`config.mk`:
```
export PLATFORM = sky130hd
export DESIGN_NAME = audio_clk_ratio_det
export DESIGN_NICKNAME = d
export VERILOG_FILES = /design/src/rtl/acd_pkg.sv /design/src/rtl/acd_init_seq.sv /design/src/rtl/acd_frame_meter.sv /design/src/rtl/acd_ratio_match.sv /design/src/rtl/acd_lock_ctrl.sv /design/src/rtl/audio_clk_ratio_det.sv
export SDC_FILE = /design/constraint.sdc
export NUM_CORES = 1
export LEC_CHECK = 0
export ABC_AREA = 1
export ABC_CLOCK_PERIOD_IN_PS = 3000
export CAP_MARGIN = 10
export CELL_PAD_IN_SITES_DETAIL_PLACEMENT = 2
export CELL_PAD_IN_SITES_GLOBAL_PLACEMENT = 2
export CORE_UTILIZATION = 35
export DETAILED_ROUTE_END_ITERATION = 8
export DONT_BUFFER_PORTS = 1
export PLACE_DENSITY = 0.81
export REMOVE_ABC_BUFFERS = 1
export SYNTH_ARGS = -nofsm -noshare
export SYNTH_HDL_FRONTEND = slang
export SYNTH_SLANG_ARGS = --single-unit
```
`constraint.sdc`:
```
create_clock -name clk -period 3 [get_ports clk]
set_input_delay 0.45 -clock clk [delete_from_list [all_inputs] [get_ports clk]]
set_output_delay 0.45 -clock clk [all_outputs]
set_load 0.03 [all_outputs]
```
`src/rtl/acd_pkg.sv`:
```
// Shared constants, types and the ratio table for the clock ratio detector.
// Assumes six ratios, built from a base ratio as 1x,1.5x,2x,3x,4x,6x.
package acd_pkg;
    localparam int NUM_RATIOS = 6;
    localparam int CODE_W     = 3;

    typedef logic [CODE_W-1:0] ratio_code_t;

    typedef enum logic {
        DET_ACQUIRE = 1'b0,
        DET_LOCKED  = 1'b1
    } det_state_t;

    // Ratio for a given code: even codes are base<<k, odd codes 1.5*base<<k.
    function automatic int ratio_of(input int base, input int idx);
        int r;
        r = ((idx % 2) == 0) ? base : (base * 3) / 2;
        return r << (idx / 2);
    endfunction
endpackage

```
`src/rtl/acd_init_seq.sv`:
```
// Start-up sequencer: counts INIT_CYCLES clocks after reset release, then
// raises init_done and keeps it high until the next reset.
// Assumes a synchronous active-low reset.
module acd_init_seq #(
    parameter int INIT_CYCLES = 1024
) (
    input  logic clk,
    input  logic rst_n,
    output logic init_done
);
    localparam int CNT_W = $clog2(INIT_CYCLES + 1);

    logic [CNT_W-1:0] cnt;

    // Count the start-up cycles, flag completion on the last one.
    always_ff @(posedge clk) begin
        if (!rst_n) begin
            cnt       <= '0;
            init_done <= 1'b0;
        end else if (!init_done) begin
            if (cnt == CNT_W'(INIT_CYCLES - 1)) begin
                init_done <= 1'b1;
            end else begin
                cnt <= cnt + 1'b1;
            end
        end
    end

    AST_INIT_STICKY: assert property (@(posedge clk) disable iff (!rst_n) init_done |=> init_done);
endmodule

```
`src/rtl/acd_frame_meter.sv`:
```
// Frame meter: detects rising edges of the word and bit clocks (both
// synchronous to clk) and measures, per frame, the clk cycle count and the
// bit clock rising-edge count. Counters saturate and stay cleared until run.
module acd_frame_meter #(
    parameter int PER_W = 11,
    parameter int BIT_W = 8
) (
    input  logic             clk,
    input  logic             rst_n,
    input  logic             run,
    input  logic             word_clk,
    input  logic             bit_clk,
    output logic             word_rise,
    output logic [PER_W-1:0] per_cnt,
    output logic [BIT_W-1:0] bit_cnt
);
    localparam logic [PER_W-1:0] PER_MAX = '1;
    localparam logic [BIT_W-1:0] BIT_MAX = '1;

    logic word_q;
    logic bit_q;
    logic bit_rise;

    // Keep the previous sample of each clock for edge detection.
    always_ff @(posedge clk) begin
        if (!rst_n) begin
            word_q <= 1'b0;
            bit_q  <= 1'b0;
        end else begin
            word_q <= word_clk;
            bit_q  <= bit_clk;
        end
    end

    assign word_rise = word_clk & ~word_q;
    assign bit_rise  = bit_clk & ~bit_q;

    // Frame length and bit count, restarted on every word clock rise.
    always_ff @(posedge clk) begin
        if (!rst_n) begin
            per_cnt <= '0;
            bit_cnt <= '0;
        end else if (!run) begin
            per_cnt <= '0;
            bit_cnt <= '0;
        end else if (word_rise) begin
            per_cnt <= PER_W'(1);
            bit_cnt <= BIT_W'(bit_rise);
        end else begin
            if (per_cnt != PER_MAX) begin
                per_cnt <= per_cnt + 1'b1;
            end
            if (bit_rise && (bit_cnt != BIT_MAX)) begin
                bit_cnt <= bit_cnt + 1'b1;
            end
        end
    end

    AST_PER_RESTART: assert property (@(posedge clk) disable iff (!rst_n) (run && word_rise) |=> (per_cnt == PER_W'(1)));
endmodule

```
`src/rtl/acd_ratio_match.sv`:
```
// Ratio matcher: compares a frame length against every supported ratio with
// a symmetric tolerance and returns the matching code. Assumes TOL is small
// enough that at most one window can match.
module acd_ratio_match
    import acd_pkg::*;
#(
    parameter int BASE_RATIO = 128,
    parameter int TOL        = 2,
    parameter int PER_W      = 11
) (
    input  logic [PER_W-1:0] per_cnt,
    output logic             match_valid,
    output ratio_code_t      match_code
);
    logic [NUM_RATIOS-1:0] hit;

    for (genvar i = 0; i < NUM_RATIOS; i++) begin : g_window
        localparam int RV = ratio_of(BASE_RATIO, i);
        assign hit[i] = (per_cnt >= PER_W'(RV - TOL)) && (per_cnt <= PER_W'(RV + TOL));
    end

    // Encode the matching window into its code.
    always_comb begin
        match_code  = '0;
        match_valid = |hit;
        for (int i = 0; i < NUM_RATIOS; i++) begin
            if (hit[i]) begin
                match_code = CODE_W'(i);
            end
        end
    end
endmodule

```
`src/rtl/acd_lock_ctrl.sv`:
```
// Lock controller: acquires a ratio from two consecutive matching frames,
// then guards the lock using the bit clock count per frame and a timeout.
// On loss it pulses resync and restarts acquisition. Idle until init_done.
module acd_lock_ctrl
    import acd_pkg::*;
#(
    parameter int PER_W      = 11,
    parameter int BIT_W      = 8,
    parameter int DRIFT_BITS = 6,
    parameter int PER_LIMIT  = 770
) (
    input  logic             clk,
    input  logic             rst_n,
    input  logic             init_done,
    input  logic             word_rise,
    input  logic [PER_W-1:0] per_cnt,
    input  logic [BIT_W-1:0] bit_cnt,
    input  logic             match_valid,
    input  ratio_code_t      match_code,
    output logic             locked,
    output ratio_code_t      ratio_code,
    output logic             resync
);
    det_state_t       state;
    logic             have_ref;
    logic             cand_valid;
    ratio_code_t      cand_code;
    logic [BIT_W-1:0] bit_ref;
    logic [BIT_W:0]   bit_diff;
    logic             drift_bad;
    logic             late_bad;

    assign locked = (state == DET_LOCKED);

    // Distance of this frame's bit count from the learned one, and timeouts.
    always_comb begin
        bit_diff  = (bit_cnt >= bit_ref) ? {1'b0, bit_cnt - bit_ref} : {1'b0, bit_ref - bit_cnt};
        drift_bad = bit_diff > (BIT_W + 1)'(DRIFT_BITS);
        late_bad  = ({1'b0, bit_cnt} > ({1'b0, bit_ref} + (BIT_W + 1)'(DRIFT_BITS)))
                 || (per_cnt > PER_W'(PER_LIMIT));
    end

    // Acquisition and lock supervision state machine.
    always_ff @(posedge clk) begin
        if (!rst_n) begin
            state      <= DET_ACQUIRE;
            have_ref   <= 1'b0;
            cand_valid <= 1'b0;
            cand_code  <= '0;
            ratio_code <= '0;
            bit_ref    <= '0;
            resync     <= 1'b0;
        end else begin
            resync <= 1'b0;
            if (init_done) begin
                case (state)
                    DET_ACQUIRE: begin
                        if (word_rise) begin
                            have_ref <= 1'b1;
                            if (have_ref) begin
                                if (!match_valid) begin
                                    cand_valid <= 1'b0;
                                end else if (cand_valid && (cand_code == match_code)) begin
                                    state      <= DET_LOCKED;
                                    ratio_code <= match_code;
                                    bit_ref    <= bit_cnt;
                                    cand_valid <= 1'b0;
                                end else begin
                                    cand_valid <= 1'b1;
                                    cand_code  <= match_code;
                                end
                            end
                        end
                    end
                    DET_LOCKED: begin
                        if (word_rise) begin
                            if (drift_bad) begin
                                state      <= DET_ACQUIRE;
                                resync     <= 1'b1;
                                cand_valid <= 1'b0;
                                have_ref   <= 1'b1;
                            end
                        end else if (late_bad) begin
                            state      <= DET_ACQUIRE;
                            resync     <= 1'b1;
                            cand_valid <= 1'b0;
                            have_ref   <= 1'b0;
                        end
                    end
                    default: state <= DET_ACQUIRE;
                endcase
            end
        end
    end

    AST_LOCK_AFTER_INIT: assert property (@(posedge clk) disable iff (!rst_n) locked |-> init_done);
    AST_CODE_RANGE: assert property (@(posedge clk) disable iff (!rst_n) locked |-> (ratio_code < CODE_W'(NUM_RATIOS)));
    AST_LOCK_ON_MATCH: assert property (@(posedge clk) disable iff (!rst_n) $rose(locked) |-> $past(word_rise && match_valid));
    AST_CODE_HELD: assert property (@(posedge clk) disable iff (!rst_n) locked |=> (!locked || $stable(ratio_code)));
    AST_DRIFT_TOLERATED: assert property (@(posedge clk) disable iff (!rst_n) (locked && word_rise && (bit_cnt == bit_ref)) |=> locked);
    AST_RESYNC_PULSE: assert property (@(posedge clk) disable iff (!rst_n) resync |=> !resync);
    AST_RESYNC_UNLOCKS: assert property (@(posedge clk) disable iff (!rst_n) resync |-> !locked);
endmodule

```
`src/rtl/audio_clk_ratio_det.sv`:
```
// Audio clock ratio detector top: start-up sequencer, frame meter, ratio
// matcher and lock controller. Assumes word and bit clocks are synchronous
// to clk and slower than half its rate.
module audio_clk_ratio_det #(
    parameter int BASE_RATIO  = 128,
    parameter int MATCH_TOL   = 2,
    parameter int INIT_CYCLES = 1024,
    parameter int DRIFT_BITS  = 6,
    parameter int BIT_W       = 8
) (
    input  logic       clk,
    input  logic       rst_n,
    input  logic       word_clk,
    input  logic       bit_clk,
    output logic [2:0] ratio_code,
    output logic       ratio_ready,
    output logic       force_mid,
    output logic       resync_pulse
);
    import acd_pkg::*;

    localparam int RATIO_MAX = ratio_of(BASE_RATIO, NUM_RATIOS - 1);
    localparam int PER_LIMIT = RATIO_MAX + MATCH_TOL;
    localparam int PER_W     = $clog2(2 * RATIO_MAX + 1);

    logic             init_done;
    logic             word_rise;
    logic [PER_W-1:0] per_cnt;
    logic [BIT_W-1:0] bit_cnt;
    logic             match_valid;
    ratio_code_t      match_code;
    logic             locked;
    ratio_code_t      code_q;

    acd_init_seq #(.INIT_CYCLES(INIT_CYCLES)) u_init (
        .clk       (clk),
        .rst_n     (rst_n),
        .init_done (init_done)
    );

    acd_frame_meter #(.PER_W(PER_W), .BIT_W(BIT_W)) u_meter (
        .clk       (clk),
        .rst_n     (rst_n),
        .run       (init_done),
        .word_clk  (word_clk),
        .bit_clk   (bit_clk),
        .word_rise (word_rise),
        .per_cnt   (per_cnt),
        .bit_cnt   (bit_cnt)
    );

    acd_ratio_match #(.BASE_RATIO(BASE_RATIO), .TOL(MATCH_TOL), .PER_W(PER_W)) u_match (
        .per_cnt     (per_cnt),
        .match_valid (match_valid),
        .match_code  (match_code)
    );

    acd_lock_ctrl #(
        .PER_W      (PER_W),
        .BIT_W      (BIT_W),
        .DRIFT_BITS (DRIFT_BITS),
        .PER_LIMIT  (PER_LIMIT)
    ) u_ctrl (
        .clk         (clk),
        .rst_n       (rst_n),
        .init_done   (init_done),
        .word_rise   (word_rise),
        .per_cnt     (per_cnt),
        .bit_cnt     (bit_cnt),
        .match_valid (match_valid),
        .match_code  (match_code),
        .locked      (locked),
        .ratio_code  (code_q),
        .resync      (resync_pulse)
    );

    assign ratio_code  = code_q;
    assign ratio_ready = locked;
    assign force_mid   = ~locked;
endmodule

```
==> summary.md <==
| Metric | Value |
|---|---|
| Result of the run | complete, no violations |
| CP Launch Point | u_ctrl.bit_ref[1] |
| Total negative setup slack | 0 ns |
| Actual slew at the worst max-slew pin | 0.602 ns |
| Clock Sink Count | 51 |
| Vias | 3,875 |
| Worst hold path type | input port to flip-flop |
| Simple logic cell fraction of the synthesized area | 37.4% |
| Number of cells traversed by the worst register-to-register path | 19 |
| Starting density of the core | 36.7% |
| Number of enable-type register cells in the synthesized netlist | 0 |
| Number of inserted diodes | 0 |
| Die X-Extent | 107 um |
| Clock tree from TritonCTS | yes |
| Cell taking the most area after synthesis | sky130_fd_sc_hd__dfxtp_1 |
| DRC violations left | 0 |
| VDD IR max | 0.279 mV |
| Synth area leaders | sky130_fd_sc_hd__dfxtp_1 (26%), sky130_fd_sc_hd__nand2_1 (14%), sky130_fd_sc_hd__inv_1 (9.0%) |
| Average cell area after synthesis | 6.29 um^2 |
| Total iterations of the first detailed-routing run | 4 |
| Routability congestion estimate from global placement | 0.782 |
| Commonest register cell after synthesis | sky130_fd_sc_hd__dfxtp_1 |
| Floorplan row count | 37 |
| Cell seen most often among critical-path stages | sky130_fd_sc_hd__nand2_1 |
| Post-layout instance area | 4170 um^2 |
| Largest fanout of any net on the critical path | 5 |
| Number of antenna violations at the first check in global routing | 0 |
| Remaining global-route overflow | 0 |
| Capturing point of the worst reg2reg path | u_ctrl.locked |
| Cell breakdown of the critical path | inv_2, ha_1, or2_2, nor2_1, xor2_1, inv_1, ha_1, nand2_1, inv_1, nand3_1, nor2_1, nor2_1, nand2_1, nand2_1, nand2_1, nand2_1, nand3_2, buf_4, a21oi_2 |
| Finished Core Util | 39.7% |
| Fmax | 371 MHz |
| Wire length per cell | between 15 and 20 um |
| Power after layout | 1.23 mW |
| Cell with the largest stage delay on the worst path | sky130_fd_sc_hd__dfxtp_4 |
| Layout area overhead | 8.00% |
| Minimum setup slack in the final design | 0.304 ns |
| Core Footprint | 10,500 um^2 |
| Layout cell share with drive strength beyond 1 | 9.95% |
| DR vias/cell | 5.11 |
| Tcrit/Tclk final | between 80% and 90% |
| Final number of hold-violating endpoints | 0 |
| Number of standard cells after synthesis | 614 |
| Maximum cell stage delay along the critical path | around 0.39 ns |
| Worst setup endpoint | u_ctrl.locked |
| Maximum number of pins on one net before global-route repair | 29 |
| Count of different cell masters after synthesis | 39 |
| Total of endpoints with negative setup slack in the final report | 0 |
| R2r startpoint | u_ctrl.bit_ref[1] |
| CTS H-Tree Depth | 2 |
| DRC marker count from the first detailed-route iteration | a little over 80 |
| XOR/XNOR share of the synthesized area | under 10% |
| Data required time at the worst endpoint | 3.29 ns |
| Endpoint arrival time on the critical path | 2.98 ns |
| Sort of element at the end of the critical path | flip-flop |
| Standby leakage power | 1.96 nW |
| Share of synthesized cell area in full adder, half adder and majority cells | 9.79% |
| FF-to-FF setup slack | 0.30 ns |
| Standard cell area after detailed placement | 4050 um^2 |
| RSZ-0062 raised after global routing | no |
| Buffer levels on the longest clock path | 2 |
| Die area | 11,500 um^2 |
| Root Buffer | sky130_fd_sc_hd__clkbuf_8 |
| Critical path startpoint category | flip-flop |
| Proportion of synthesized chip area in sequential cells | a little over a quarter |
| Slew HR | roughly three fifths |
| Count of antenna-violating nets left after detailed routing | 0 |
| Fraction of the mapped netlist area in compound gates | a little under an eighth |
| Via count of the first global-routing pass | about 4,200 |
| Ports placed on the boundary | 10 |
| Chip Height | 107 um |
| Sum of net half-perimeters after detailed placement | approximately 10 mm |
| Overall routing resource usage | 23.8% |
| Post-Syn Area | ~3900 um^2 |
| Later-pin clock latency in the skew report | 0.34 ns |
| Number of pins with negative max-slew slack in the final report | 0 |
| Most used standard cell by instance count after synthesis | sky130_fd_sc_hd__nand2_1 |
| Port buffer count | 0 |
| Crit Path Class | flip-flop to flip-flop |
| Most instantiated cells after synthesis | sky130_fd_sc_hd__nand2_1 (149), sky130_fd_sc_hd__inv_1 (93), sky130_fd_sc_hd__nor2_1 (81) |
| Total of hold buffers inserted after clock tree synthesis | 0 |
| Reported max-cap violation count | 0 |
| Fraction of synthesis flops using an asynchronous set or reset pin | 0% |
| Final clock skew | 0.00828 ns |
| Number of nets in the finished design | 655 |
| Routed Wire Length | approximately 13 mm |
| DP Worst Slack | approximately 0.17 ns |
| Total CTS buffers | 5 |
| Wire length of the first global-routing pass | ~21 mm |
| Power density over the cells | 295 nW/um^2 |
| Multiplexer area fraction after synthesis | 0% |
| Seq cells post-synth | 51 |
| Clock input transition at the sequential cells of the worst setup and hold paths | 0.11 ns |
| Number of synthesis warnings | 0 |
| Clock period minus final worst setup slack | ~2.7 ns |
| Main combinational cell family by area after synthesis | simple AND/OR/NAND/NOR gates |
| Share of Yosys cell area claimed by the top area cell type | roughly a quarter |
[routing by layer]
metal	track usage, %	part of all wire, %	up-vias	routed length [um]
met4	5.97	1.3	0	169
met1	29.9	48	1888	6080
met3	3.95	1.9	12	240
met5	0	0	-	0
met2	41.9	48	23	6080
li1	-	-	1952	-
[final cells by class]
cell class	instances	area [um^2]
sequential	51	1030
inverter	103	387
clock inverter	3	43.8
tap	136	170
fill	1343	6340
multi-input combinational	449	2380
clock buffer	5	68.8
timing repair buffer	12	90.1
[sequential cells by signal (all words and copies together) (netlist names)]
signal	cells
u_meter.word_q	1
u_init.cnt	11
u_init.init_done	1
u_meter.bit_cnt	8
u_ctrl.ratio_code	3
u_ctrl.locked	1
u_ctrl.cand_code	3
u_ctrl.resync	1
u_ctrl.cand_valid	1
u_ctrl.have_ref	1
u_ctrl.bit_ref	8
u_meter.per_cnt	11
u_meter.bit_q	1
[cell usage in the layout, fill, tap and decap left out, drive strengths merged]
| master | Yosys | layout |
|---|---|---|
| xor2 | 12 | 12 |
| nand4 | 15 | 15 |
| dfxtp | 51 | 51 |
| inv | 102 | 102 |
| nor3 | 9 | 9 |
| o21a | 2 | 2 |
| a31oi | 5 | 5 |
| a211oi | 1 | 1 |
| nand2 | 161 | 161 |
| nand3 | 43 | 43 |
| a21boi | 1 | 1 |
| nand3b | 2 | 2 |
| and3 | 2 | 2 |
| nor4 | 1 | 1 |
| buf | 8 | 12 |
| xnor2 | 2 | 2 |
| ha | 27 | 27 |
| or2 | 1 | 1 |
| o2111a | 1 | 1 |
| nor3b | 1 | 1 |
| clkinv | 1 | 3 |
| clkbuf | 3 | 5 |
| fa | 2 | 2 |
| a21oi | 31 | 31 |
| o21ai | 38 | 38 |
| bufinv | 0 | 1 |
| a221oi | 1 | 1 |
| nor2 | 91 | 91 |
[worst min-delay path by stage]
stage / depth (start not counted) / end / from / slack [ns]
after floorplan: 2 / u_init.cnt[9] / u_init.cnt[9] / 0.42
after global placement: 2 / u_init.cnt[9] / u_init.cnt[9] / 0.43
after detailed placement: 2 / u_init.cnt[9] / u_init.cnt[9] / 0.44
after CTS: 2 / u_meter.word_q / rst_n / 0.18
after global routing: 2 / u_meter.bit_q / rst_n / 0.20
final: 2 / u_meter.bit_q / bit_clk / 0.20
[logic make-up after synthesis]
group / Yosys count
xor gates and xnor gates: 14
and+or+nand+nor: 326
buffers and inverters: 114
DFF: 51
adders and majority gates: 29
AOI/OAI and AO/OA: 80
[worst max-delay path: cells and delay by family, from the launching register on]
family / cells / cell delay [ns]
and+or+nand+nor: 11 / 1.17
adders and majority gates: 2 / 0.49
DFF: 1 / 0.39
buffers and inverters: 4 / 0.34
xor gates and xnor gates: 1 / 0.15
AOI/OAI and AO/OA: 1 / 0.11
[where the power goes]
| part | total [mW] | leakage (nW) | switching (mW) | internal, mW |
|---|---|---|---|---|
| Sequential | 0.684 | 0.413 | 0.00340 | 0.681 |
| Combinational | 0.0253 | 1.49 | 0.0167 | 0.00863 |
| Clock | 0.522 | 0.0581 | 0.273 | 0.249 |
[per-stage QoR]
stage               hold WS [ns]  std cells
detailed placement         0.443        750
floorplan                  0.423        603
global route               0.202        759
finish                     0.203        759
CTS                        0.184        758
global placement           0.432        750
[what timing repair did]
action	in CTS	in global routing
setup buffers	0	1
endpoints found under the setup margin	0	4
resized for setup	0	4
No activity file was read; power rests on OpenSTA's default activity.
